`config.mk`:
```
export PLATFORM = sky130hd
export DESIGN_NAME = pit_timer
export DESIGN_NICKNAME = d
export VERILOG_FILES = /design/src/rtl/pit_pkg.sv /design/src/rtl/pit_regs.sv /design/src/rtl/pit_counter.sv /design/src/rtl/pit_irq.sv /design/src/rtl/pit_timer.sv
export SDC_FILE = /design/constraint.sdc
export NUM_CORES = 1
export LEC_CHECK = 0
export BUFFER_PORTS_ARGS = -buffer_cell sky130_fd_sc_hd__buf_2
export CAP_MARGIN = 20
export CORE_MARGIN = 1.5
export CORE_UTILIZATION = 53
export DETAILED_ROUTE_END_ITERATION = 10
export PLACE_DENSITY = 0.8
export SLEW_MARGIN = 30
export SYNTH_ARGS = -nofsm -noshare
export SYNTH_HDL_FRONTEND = slang
export SYNTH_HIERARCHICAL = 1
export SYNTH_SLANG_ARGS = --single-unit
```
`constraint.sdc`:
```
create_clock -name clk -period 2.49 [get_ports clk]
set_input_delay 0.498 -clock clk [delete_from_list [all_inputs] [get_ports clk]]
set_output_delay 0.498 -clock clk [all_outputs]
set_load 0.005 [all_outputs]
```
`src/rtl/pit_pkg.sv`:
```
package pit_pkg;
  localparam int LVL_W = 3;
  localparam int VEC_W = 8;
  localparam int MOD_W = 8;
  localparam int REG_W = 16;
  localparam logic [VEC_W-1:0] RST_VECTOR = 8'h0F;

  typedef struct packed {
    logic [LVL_W-1:0] level;
    logic [VEC_W-1:0] vector;
  } ctl_t;

  typedef struct packed {
    logic             presc;
    logic [MOD_W-1:0] modulus;
  } tmr_t;
endpackage

```
`src/rtl/pit_regs.sv`:
```
module pit_regs
  import pit_pkg::*;
(
  input  logic             clk,
  input  logic             rst_n,
  input  logic             reg_wr,
  input  logic             reg_addr,
  input  logic [REG_W-1:0] reg_wdata,
  output logic [REG_W-1:0] reg_rdata,
  output ctl_t             ctl_q,
  output tmr_t             tmr_q,
  output logic             tmr_load,
  output tmr_t             tmr_load_val
);
  localparam int CTL_BITS = LVL_W + VEC_W;
  localparam int TMR_BITS = MOD_W + 1;

  assign tmr_load     = reg_wr && reg_addr;
  assign tmr_load_val = tmr_t'(reg_wdata[TMR_BITS-1:0]);

  always_ff @(posedge clk) begin
    if (!rst_n) begin
      ctl_q <= '{level: '0, vector: RST_VECTOR};
      tmr_q <= '0;
    end else if (reg_wr) begin
      if (reg_addr) tmr_q <= tmr_load_val;
      else          ctl_q <= ctl_t'(reg_wdata[CTL_BITS-1:0]);
    end
  end

  always_comb begin
    reg_rdata = '0;
    if (reg_addr) reg_rdata[TMR_BITS-1:0] = tmr_q;
    else          reg_rdata[CTL_BITS-1:0] = ctl_q;
  end
endmodule

```
`src/rtl/pit_counter.sv`:
```
module pit_counter
  import pit_pkg::*;
#(
  parameter int PRESC_DIV = 4
) (
  input  logic clk,
  input  logic rst_n,
  input  tmr_t tmr_q,
  input  logic tmr_load,
  input  tmr_t tmr_load_val,
  output logic expire
);
  localparam int PW = (PRESC_DIV > 1) ? $clog2(PRESC_DIV) : 1;
  localparam logic [PW-1:0] PRE_LAST = PW'(PRESC_DIV - 1);

  logic [PW-1:0]    pre_q;
  logic [MOD_W-1:0] cnt_q;
  logic             tick;
  logic             running;

  assign running = (tmr_q.modulus != '0);
  assign tick    = !tmr_q.presc || (pre_q == PRE_LAST);
  assign expire  = running && tick && (cnt_q == MOD_W'(1)) && !tmr_load;

  always_ff @(posedge clk) begin
    if (!rst_n || tmr_load || !tmr_q.presc) pre_q <= '0;
    else if (pre_q == PRE_LAST)              pre_q <= '0;
    else                                     pre_q <= pre_q + PW'(1);
  end

  always_ff @(posedge clk) begin
    if (!rst_n)                 cnt_q <= '0;
    else if (tmr_load)          cnt_q <= tmr_load_val.modulus;
    else if (running && tick) begin
      if (cnt_q <= MOD_W'(1))   cnt_q <= tmr_q.modulus;
      else                      cnt_q <= cnt_q - MOD_W'(1);
    end
  end
endmodule

```
`src/rtl/pit_irq.sv`:
```
module pit_irq
  import pit_pkg::*;
(
  input  logic             clk,
  input  logic             rst_n,
  input  logic             expire,
  input  ctl_t             ctl_q,
  input  logic [LVL_W-1:0] ext_level,
  input  logic             ack_valid,
  input  logic [LVL_W-1:0] ack_level,
  output logic [LVL_W-1:0] irq_level,
  output logic             irq_pit,
  output logic             vec_valid,
  output logic [VEC_W-1:0] vec_data
);
  logic pend_q;
  logic enabled;
  logic active;

  assign enabled   = (ctl_q.level != '0);
  assign active    = pend_q && enabled;
  assign irq_pit   = active && (ctl_q.level >= ext_level);
  assign irq_level = irq_pit ? ctl_q.level : ext_level;
  assign vec_valid = ack_valid && active && (ack_level == ctl_q.level);
  assign vec_data  = vec_valid ? ctl_q.vector : '0;

  always_ff @(posedge clk) begin
    if (!rst_n)                   pend_q <= 1'b0;
    else if (expire && enabled)   pend_q <= 1'b1;
    else if (!enabled || vec_valid) pend_q <= 1'b0;
  end
endmodule

```
`src/rtl/pit_timer.sv`:
```
module pit_timer
  import pit_pkg::*;
#(
  parameter int PRESC_DIV = 4
) (
  input  logic        clk,
  input  logic        rst_n,
  input  logic        reg_wr,
  input  logic        reg_addr,
  input  logic [15:0] reg_wdata,
  output logic [15:0] reg_rdata,
  input  logic [2:0]  ext_level,
  input  logic        ack_valid,
  input  logic [2:0]  ack_level,
  output logic [2:0]  irq_level,
  output logic        irq_pit,
  output logic        vec_valid,
  output logic [7:0]  vec_data
);
  ctl_t             ctl_q;
  tmr_t             tmr_q;
  tmr_t             tmr_load_val;
  logic             tmr_load;
  logic             expire;
  logic [LVL_W-1:0] ctl_level;
  logic [VEC_W-1:0] ctl_vector;
  logic [MOD_W-1:0] tmr_mod;

  assign ctl_level  = ctl_q.level;
  assign ctl_vector = ctl_q.vector;
  assign tmr_mod    = tmr_q.modulus;

  pit_regs u_regs (
    .clk(clk), .rst_n(rst_n), .reg_wr(reg_wr), .reg_addr(reg_addr),
    .reg_wdata(reg_wdata), .reg_rdata(reg_rdata), .ctl_q(ctl_q),
    .tmr_q(tmr_q), .tmr_load(tmr_load), .tmr_load_val(tmr_load_val)
  );

  pit_counter #(.PRESC_DIV(PRESC_DIV)) u_cnt (
    .clk(clk), .rst_n(rst_n), .tmr_q(tmr_q), .tmr_load(tmr_load),
    .tmr_load_val(tmr_load_val), .expire(expire)
  );

  pit_irq u_irq (
    .clk(clk), .rst_n(rst_n), .expire(expire), .ctl_q(ctl_q),
    .ext_level(ext_level), .ack_valid(ack_valid), .ack_level(ack_level),
    .irq_level(irq_level), .irq_pit(irq_pit), .vec_valid(vec_valid),
    .vec_data(vec_data)
  );
endmodule

```
==> out/metrics.csv, run 1 <==
stage,metric,value,unit
placed_design,post-DP HPWL,3390,um
layout,"most common cell after layout, fill and taps aside",buf_2,
sta,Hold Fails Final Rpt,0,
routing,vias,1846,
placed_design,routability cong.,0.908,
floorplanning,row count,22,
global_route,antenna violations before repair,0,
routing,Remaining DRCs,0,
layout,most frequent cells in the layout,"45 x buf_2, 32 x nand2_1, 30 x dfxtp_1",
cts,number of buffers created by CTS,5,
cts,clock latency on the worst-skew pair,0.28,ns
routing,vias per inst,5.70,
layout,Synth-to-Final Area Change,11.5,%
sta,Tcrit/Tclk final,93.3,%
power,pwr dens,628,nW/um2
worst_setup_path,"Data required, critical path",1.99,ns
placed_design,count of port buffers added during placement,45,
sta,Sum Neg Setup Slack,0,ns
global_route,Total GRT Usage,23.1,%
worst_setup_path,Crit. End Element,output pin,
floorplanning,IO Pins,56,
power,Final Power,1.45,mW
floorplanning,die height,65.4,um
layout,Final Net Count,308,
worst_hold_path,type of the worst min-delay path,flip-flop to flip-flop,
sta,maximum clock frequency,430,MHz
synthesis,Syn Area/Cell,8.53,um2
worst_setup_path,critical path type,flip-flop to output pin,
floorplanning,Core Region,3690,um2
sta,RSZ-0062 raised after global routing,no,
layout,ANT cells,0,
routing,WL per Instance,14.5,um
synthesis,Synth Instances,242,
power,Leak,1.02,nW
routing,aggregate routed wire length,4710,um
floorplanning,DIE AREA,4280,um2
cts,maximum clock insertion buffer count,2,
cts,H-tree depth,2,
sta,"Slew Viols, Final",0,
worst_setup_path,crit path launch type,flip-flop,
sta,Clock Skew,0.00542,ns
global_route,maximum number of pins on one net before global-route repair,38,
floorplanning,die width,65.4,um
sta,count of final setup violators,0,
synthesis,"Cell Area, Synth",2060,um2
worst_setup_path,R2R Setup Slk,0.57,ns
layout,fillers,335,
cts,Root Buffer,clkbuf_8,
global_route,GRT overflow,0,
status,status,completed,
flow_run,max-cap violation count,0,
worst_setup_path,Max Fanout on Critical Path,6,
layout,ratio of cells with drive above 1 in the final layout,28.3,%
cts,CTS Sinks,31,
routing,post-route ant nets,0,
cts,CTS hold repair buffers,0,
routing,iteration-0 DRC count of the detailed router,98,
floorplanning,Initial Util,56.0,%
synthesis,Synthesis Warnings,6,
global_route,global-route wire length before repair,7710,um
cts,CTS tree,built,
cts,clk slew on worst S/H paths,0.06,ns
worst_setup_path,WP data arrival,1.83,ns
global_route,vias in the first global route,1565,
power,peak supply drop,0.396,mV
sta,fin crit period,2.32,ns
routing,number of iterations in the first detailed-routing pass,4,
-- flip-flops by register name, summed over array words and instances, names as in the netlist --
name,flops
u_regs/ctl_q,11
u_cnt/cnt_q,8
u_cnt/pre_q,2
u_regs/tmr_q,9
u_irq/pend_q,1
-- final timing paths --
| check | startpoint | to | cells past startpoint |
|---|---|---|---|
| max reg2reg | u_cnt/cnt_q[0] | u_cnt/cnt_q[5] | 6 |
| min | u_cnt/pre_q[0] | u_cnt/pre_q[0] | 1 |
| max | u_regs/ctl_q[8] | irq_level[1] | 7 |
| min reg2reg | u_cnt/pre_q[0] | u_cnt/pre_q[0] | 1 |
-- metal layers --
layer | track usage, % | wire length, um
met4 | 8.33 | 68
met2 | 35.7 | 2240
met3 | 4.28 | 220
met5 | 0 | 0
met1 | 32.2 | 2180
-- critical path, cell delays in order (launching register included) --
cell and delay, ns:
dfxtp_2 0.39, inv_1 0.06, ha_1 0.26, nand2b_1 0.09, nand3_1 0.09, a21o_4 0.24, mux2_4 0.30, buf_2 0.13
-- stage by stage --
step           hold WS (ns)  std cells  utilization [%]  setup slack [ns]  area [um2]
2_1_floorplan         0.408        246                -             0.563        2080
3_3_place_gp          0.422        316             59.7             0.314        2200
3_5_place_dp          0.428        316             59.7             0.279        2200
4_1_cts               0.437        324             62.4            0.0721        2300
5_1_grt               0.454        324             62.4            0.0784        2300
6_report              0.436        324             62.4             0.166        2300
-- where the power goes --
group	switching, mW	total [mW]	internal, mW
Combinational	0.231	0.411	0.180
Clock	0.186	0.439	0.252
Sequential	0.0592	0.596	0.537
-- cell type report --
type / instances / area, um2 / area share (%)
clock buffer: 8 / 100 / 4.35
inverter: 13 / 48.8 / 2.12
multi-input combinational: 176 / 1220 / 53.2
sequential: 31 / 622 / 27.0
tap: 48 / 60.1 / 2.61
timing repair buffer: 48 / 248 / 10.8
-- what timing repair did --
| item | in CTS | in global routing |
|---|---|---|
| resized for setup | 0 | 1 |
| endpoints found under the setup margin | 0 | 2 |
| setup buffers | 0 | 0 |
Note: power is estimated with default switching activity, not from simulation.
==> inputs of run 2 (changes only) <==
--- a/config.mk
+++ b/config.mk
@@ -5,6 +5,7 @@
 export SDC_FILE = /design/constraint.sdc
 export NUM_CORES = 1
 export LEC_CHECK = 0
+export ABC_AREA = 1
 export BUFFER_PORTS_ARGS = -buffer_cell sky130_fd_sc_hd__buf_2
 export CAP_MARGIN = 20
 export CORE_MARGIN = 1.5
==> run 2 against run 1 <==
  * Wire length down 3.1%
  * Area after synthesis up 4.1%
  * Critical endpoint is now irq_level[0]
  * Clock power rose by 18%
==> out/metrics.csv, run 2 <==
stage,metric,value,unit,change
status,status,completed,,unchanged
floorplanning,die height,66.7,um,was 65.4 um
cts,clock latency on the worst-skew pair,0.29,ns,was 0.28 ns
layout,Synth-to-Final Area Change,13.4,%,was 11.5%
worst_setup_path,"Data required, critical path",1.99,ns,about the same
global_route,vias in the first global route,1948,,was 1565
global_route,antenna violations before repair,0,,unchanged
routing,aggregate routed wire length,4570,um,was 4710 um
sta,Tcrit/Tclk final,85.9,%,was 93.3%
placed_design,count of port buffers added during placement,45,,unchanged
layout,fin cells,433,,was 324
worst_setup_path,Slowest cell on crit path,dfxtp_1,,was dfxtp_2
sta,worst hold margin,0.417,ns,was 0.436 ns
routing,iteration-0 DRC count of the detailed router,79,,was 98
sta,"Slew Viols, Final",0,,unchanged
sta,fin crit period,2.14,ns,was 2.32 ns
flow_run,max-cap violation count,0,,unchanged
routing,post-route ant nets,0,,unchanged
cts,Root Buffer,clkbuf_8,,unchanged
sta,final worst slack,0.350,ns,was 0.166 ns
layout,Final Net Count,417,,was 308
synthesis,"Cell Area, Synth",2150,um2,was 2060 um2
worst_hold_path,type of the worst min-delay path,flip-flop to flip-flop,,unchanged
sta,RSZ-0062 raised after global routing,no,,unchanged
cts,number of buffers created by CTS,5,,unchanged
sta,count of final setup violators,0,,unchanged
floorplanning,Initial Util,57.0,%,was 56.0%
layout,"most common cell after layout, fill and taps aside",nand2_1,,was buf_2
worst_setup_path,"Largest stage delay, worst path",0.42,ns,was 0.39 ns
cts,CTS hold repair buffers,0,,unchanged
cts,maximum clock insertion buffer count,2,,unchanged
floorplanning,die width,66.7,um,was 65.4 um
worst_setup_path,crit path launch type,flip-flop,,unchanged
global_route,Total GRT Usage,23.1,%,about the same
routing,vias,2110,,was 1846
placed_design,DP Worst Slack,0.441,ns,was 0.279 ns
global_route,global-route wire length before repair,7970,um,was 7710 um
routing,Remaining DRCs,0,,unchanged
cts,Post-CTS Setup Inserts,0,,unchanged
cts,post-CTS resize count,0,,unchanged
cts,CTS Sinks,31,,unchanged
layout,"Most flops, register",u_regs/ctl_q,,unchanged
layout,Regs by FF count,"u_regs/ctl_q (11), u_regs/tmr_q (9), u_cnt/cnt_q (8)",,unchanged
layout,most frequent cells in the layout,"90 x nand2_1, 59 x nor2_1, 45 x buf_2",,"was 45 x buf_2, 32 x nand2_1, 30 x dfxtp_1"
power,pwr dens,721,nW/um2,was 628 nW/um2
placed_design,dpl cells,425,,was 316
power,peak supply drop,0.527,mV,was 0.396 mV
worst_setup_path,cells along the critical path,ha_1 -> a21oi_1 -> nand3_1 -> nand2_2 -> nand2_1 -> o21ai_1 -> buf_2,,was inv_1 -> ha_1 -> nand2b_1 -> nand3_1 -> a21o_4 -> mux2_4 -> buf_2
layout,ANT cells,0,,unchanged
global_route,maximum number of pins on one net before global-route repair,24,,was 38
sta,Hold Fails Final Rpt,0,,unchanged
cts,clk slew on worst S/H paths,0.07,ns,was 0.06 ns
cts,CTS tree,built,,unchanged
worst_setup_path,Crit. End Element,output pin,,unchanged
routing,WL per Instance,10.5,um,was 14.5 um
synthesis,Synth Instances,347,,was 242
placed_design,post-DP HPWL,3450,um,was 3390 um
synthesis,Synthesis Warnings,6,,unchanged
cts,H-tree depth,2,,unchanged
floorplanning,row count,22,,unchanged
layout,max reg flops,11,,unchanged
synthesis,Syn Area/Cell,6.19,um2,was 8.53 um2
sta,Clock Skew,0.00501,ns,was 0.00542 ns
placed_design,routability cong.,0.856,,was 0.908
layout,ratio of cells with drive above 1 in the final layout,23.1,%,was 28.3%
sta,maximum clock frequency,467,MHz,was 430 MHz
power,Leak,1.34,nW,was 1.02 nW
global_route,GRT overflow,0,,unchanged
routing,vias per inst,4.87,,was 5.70
worst_setup_path,critical path type,flip-flop to output pin,,unchanged
worst_setup_path,WP data arrival,1.64,ns,was 1.83 ns
floorplanning,Core Region,3770,um2,was 3690 um2
routing,number of iterations in the first detailed-routing pass,4,,unchanged
floorplanning,DIE AREA,4450,um2,was 4280 um2
sta,Sum Neg Setup Slack,0,ns,unchanged
worst_setup_path,Max Fanout on Critical Path,7,,was 6
floorplanning,IO Pins,56,,unchanged
run 2: area by class of cell:
cell class	count	area (um2)
clock buffer	6	82.6
clock inverter	2	35.0
fill	358	1330
inverter	51	193
multi-input combinational	249	1210
sequential	31	621
tap	48	60.1
timing repair buffer	46	233
run 2: final timing paths:
path | startpoint | endpoint | slack, ns | cells after the start
min | u_cnt/pre_q[0] | u_cnt/pre_q[0] | 0.42 | 1
min reg2reg | u_cnt/pre_q[0] | u_cnt/pre_q[0] | 0.42 | 1
max | u_regs/ctl_q[10] | irq_level[0] | 0.35 | 7
max reg2reg | u_cnt/cnt_q[0] | u_cnt/cnt_q[6] | 0.90 | 10
run 2: metrics by stage:
stage / total power, mW / cell area (um2) / utilization (%)
floorplan: 1.13 / 2160 / -
global placement: 1.24 / 2320 / 61.5
detailed placement: 1.25 / 2320 / 61.5
CTS: 1.77 / 2440 / 64.7
global route: 1.90 / 2440 / 64.7
finish: 1.76 / 2440 / 64.7
run 2: worst max-delay path, delay by kind of cell, from the launching register on:
kind / cells / cell delay, ns
compound gates: 2 / 0.22
fa+ha+maj: 1 / 0.29
buf+inv: 1 / 0.13
flops: 1 / 0.42
simple gates: 3 / 0.30
run 2: report_power, final:
group / switching [mW] / leakage (nW) / total, mW / internal, mW
clock: 0.196 / 0.0612 / 0.519 / 0.324
sequential: 0.0642 / 0.256 / 0.618 / 0.554
combinational: 0.381 / 1.03 / 0.621 / 0.240
total: 0.641 / 1.34 / 1.76 / 1.12
run 2: per-layer routing:
layer	routed length (um)	vias to the layer above	global-route usage [%]
met1	2070	927	28.0
met4	71	0	6.63
met5	0	-	0
met3	253	8	5.24
met2	2170	52	40.8
li1	-	1123	-
==> inputs of run 3 (changes only) <==
--- a/config.mk
+++ b/config.mk
@@ -6,12 +6,14 @@
 export NUM_CORES = 1
 export LEC_CHECK = 0
 export ABC_AREA = 1
+export ABC_CLOCK_PERIOD_IN_PS = 2490
 export BUFFER_PORTS_ARGS = -buffer_cell sky130_fd_sc_hd__buf_2
 export CAP_MARGIN = 20
 export CORE_MARGIN = 1.5
 export CORE_UTILIZATION = 53
 export DETAILED_ROUTE_END_ITERATION = 10
 export PLACE_DENSITY = 0.8
+export RECOVER_POWER = 50
 export SLEW_MARGIN = 30
 export SYNTH_ARGS = -nofsm -noshare
 export SYNTH_HDL_FRONTEND = slang
==> run 3 against run 2 <==
  * Non-clock buffer count stayed put
  * Worst setup slack worse by 0.0036 ns
  * Largest cell class unchanged
  * Worst hold slack hardly changed
  * Critical path type unchanged
  * Total power hardly changed
  * Critical endpoint unchanged
  * Cell count stayed put
  * Via count is 0.95% higher
==> out/metrics.csv, run 3 (synthesized netlist as in run 2, its figures left out) <==
stage,metric,value,unit,change
worst_setup_path,capturing point of the worst reg2reg path,u_cnt/cnt_q[6],,unchanged
power,Final Power,1.76,mW,about the same
worst_setup_path,WP data arrival,1.65,ns,was 1.64 ns
sta,Relative slew margins,57.6,%,
sta,Hold Fails Final Rpt,0,,unchanged
global_route,vias in the first global route,1948,,unchanged
worst_setup_path,crit path from,u_regs/ctl_q[10],,unchanged
layout,Regs by FF count,"u_regs/ctl_q (11), u_regs/tmr_q (9), u_cnt/cnt_q (8)",,unchanged
placed_design,count of port buffers added during placement,45,,unchanged
layout,ratio of cells with drive above 1 in the final layout,21.6,%,was 23.1%
global_route,GRT overflow,0,,unchanged
sta,count of final setup violators,0,,unchanged
sta,RSZ-0062 raised after global routing,no,,unchanged
global_route,Total GRT Usage,23.1,%,unchanged
cts,CTS Sinks,31,,unchanged
routing,number of iterations in the first detailed-routing pass,5,,was 4
cts,Root Buffer,clkbuf_8,,unchanged
cts,maximum clock insertion buffer count,2,,unchanged
worst_setup_path,"Data required, critical path",1.99,ns,about the same
routing,vias,2130,,was 2110
layout,final core utilization,64.4,%,was 64.7%
placed_design,post-DP HPWL,3450,um,unchanged
worst_setup_path,worst setup path end,irq_level[0],,unchanged
cts,number of buffers created by CTS,5,,unchanged
layout,max reg flops,11,,unchanged
routing,Remaining DRCs,0,,unchanged
routing,aggregate routed wire length,4590,um,was 4570 um
floorplanning,Initial Util,57.0,%,unchanged
layout,Final Net Count,417,,unchanged
layout,Synth-to-Final Area Change,13.0,%,was 13.4%
cts,clk slew on worst S/H paths,0.07,ns,about the same
flow_run,max-cap violation count,0,,unchanged
sta,fin crit period,2.14,ns,about the same
layout,fillers,362,,was 358
worst_setup_path,crit path launch type,flip-flop,,unchanged
floorplanning,die height,66.7,um,unchanged
sta,final worst slack,0.347,ns,was 0.350 ns
worst_setup_path,Max Fanout on Critical Path,7,,unchanged
layout,"Most flops, register",u_regs/ctl_q,,unchanged
layout,multi-input logic area,1210,um2,about the same
power,pwr dens,725,nW/um2,was 721 nW/um2
worst_hold_path,hold path start,u_cnt/pre_q[0],,unchanged
global_route,antenna violations before repair,0,,unchanged
routing,WL per Instance,10.6,um,was 10.5 um
layout,"most common cell after layout, fill and taps aside",nand2_1,,unchanged
worst_setup_path,R2R Setup Slk,0.89,ns,was 0.90 ns
routing,iteration-0 DRC count of the detailed router,82,,was 79
sta,Tcrit/Tclk final,86.1,%,was 85.9%
worst_setup_path,r2r worst-path depth,10,,unchanged
cts,Post-CTS Setup Inserts,0,,unchanged
worst_setup_path,Crit. End Element,output pin,,unchanged
placed_design,DP Worst Slack,0.441,ns,unchanged
sta,Clock Skew,0.00645,ns,was 0.00501 ns
global_route,maximum number of pins on one net before global-route repair,24,,unchanged
sta,maximum clock frequency,467,MHz,about the same
power,peak supply drop,0.531,mV,was 0.527 mV
sta,worst hold margin,0.417,ns,about the same
power,Leak,1.33,nW,was 1.34 nW
sta,worst-margin pin slew,0.636,ns,
worst_setup_path,critical path type,flip-flop to output pin,,unchanged
floorplanning,row count,22,,unchanged
floorplanning,DIE AREA,4450,um2,unchanged
status,status,completed,,unchanged
cts,CTS hold repair buffers,0,,unchanged
global_route,global-route wire length before repair,7970,um,unchanged
layout,most frequent cells in the layout,"91 x nand2_1, 59 x nor2_1, 42 x buf_2",,"was 90 x nand2_1, 59 x nor2_1, 45 x buf_2"
sta,"Slew Viols, Final",0,,unchanged
cts,clock latency on the worst-skew pair,0.29,ns,about the same
routing,post-route ant nets,0,,unchanged
sta,Sum Neg Setup Slack,0,ns,unchanged
floorplanning,IO Pins,56,,unchanged
layout,register area,621,um2,unchanged
placed_design,routability cong.,0.856,,unchanged
routing,vias per inst,4.92,,was 4.87
worst_setup_path,Worst R2R Start,u_cnt/cnt_q[0],,unchanged
floorplanning,Core Region,3770,um2,unchanged
cts,CTS tree,built,,unchanged
cts,post-CTS resize count,0,,unchanged
worst_hold_path,type of the worst min-delay path,flip-flop to flip-flop,,unchanged
layout,ANT cells,0,,unchanged
floorplanning,die width,66.7,um,unchanged
cts,H-tree depth,2,,unchanged
## run 3: cell types whose count changed in the layout (fill, tap and decap cells not counted), sizes merged
| cell | before | now |
|---|---|---|
| clkbuf | 6 | 10 |
| buf | 46 | 42 |
## run 3: cell type report
| cell class | count | area share (%) |
|---|---|---|
| clock inverters | 2 | 1.44 |
| well taps | 48 | 2.47 |
| repair buffers | 46 | 9.32 |
| inverters | 51 | 7.93 |
| clock buffers | 6 | 3.40 |
| flip-flops and latches | 31 | 25.5 |
| multi-input cells | 249 | 49.9 |
## run 3: worst min-delay path by stage
stage | to | slack [ns] | cells past startpoint
2_1_floorplan | u_cnt/pre_q[0] | 0.40 | 1
3_3_place_gp | u_cnt/pre_q[0] | 0.41 | 1
3_5_place_dp | u_cnt/pre_q[0] | 0.41 | 1
4_1_cts | u_cnt/pre_q[0] | 0.42 | 1
5_1_grt | u_cnt/pre_q[0] | 0.45 | 1
6_report | u_cnt/pre_q[0] | 0.42 | 1
## run 3: per-stage QoR
stage               cell area (um2)  instances
global placement               2320        425
floorplan                      2160        351
finish                         2430        433
global route                   2430        433
detailed placement             2320        425
CTS                            2440        433
## run 3: critical path, stage by stage, from the launching register on
cell,delay [ns]
dfxtp_1,0.42
ha_1,0.29
a21oi_1,0.14
nand3_1,0.10
nand2_2,0.13
nand2_1,0.07
o21ai_1,0.08
buf_2,0.13
## run 3: power breakdown
group	total [mW]	internal [mW]	switching, mW
Combinational	0.620	0.238	0.381
Clock	0.523	0.324	0.199
Sequential	0.618	0.554	0.0641
## run 3: metal layers
layer | vias up | track usage (%) | wire [um]
met5 | - | 0 | 0
met4 | 0 | 6.63 | 65
met3 | 8 | 5.24 | 267
met2 | 63 | 40.8 | 2160
met1 | 939 | 28.0 | 2090
li1 | 1120 | - | -
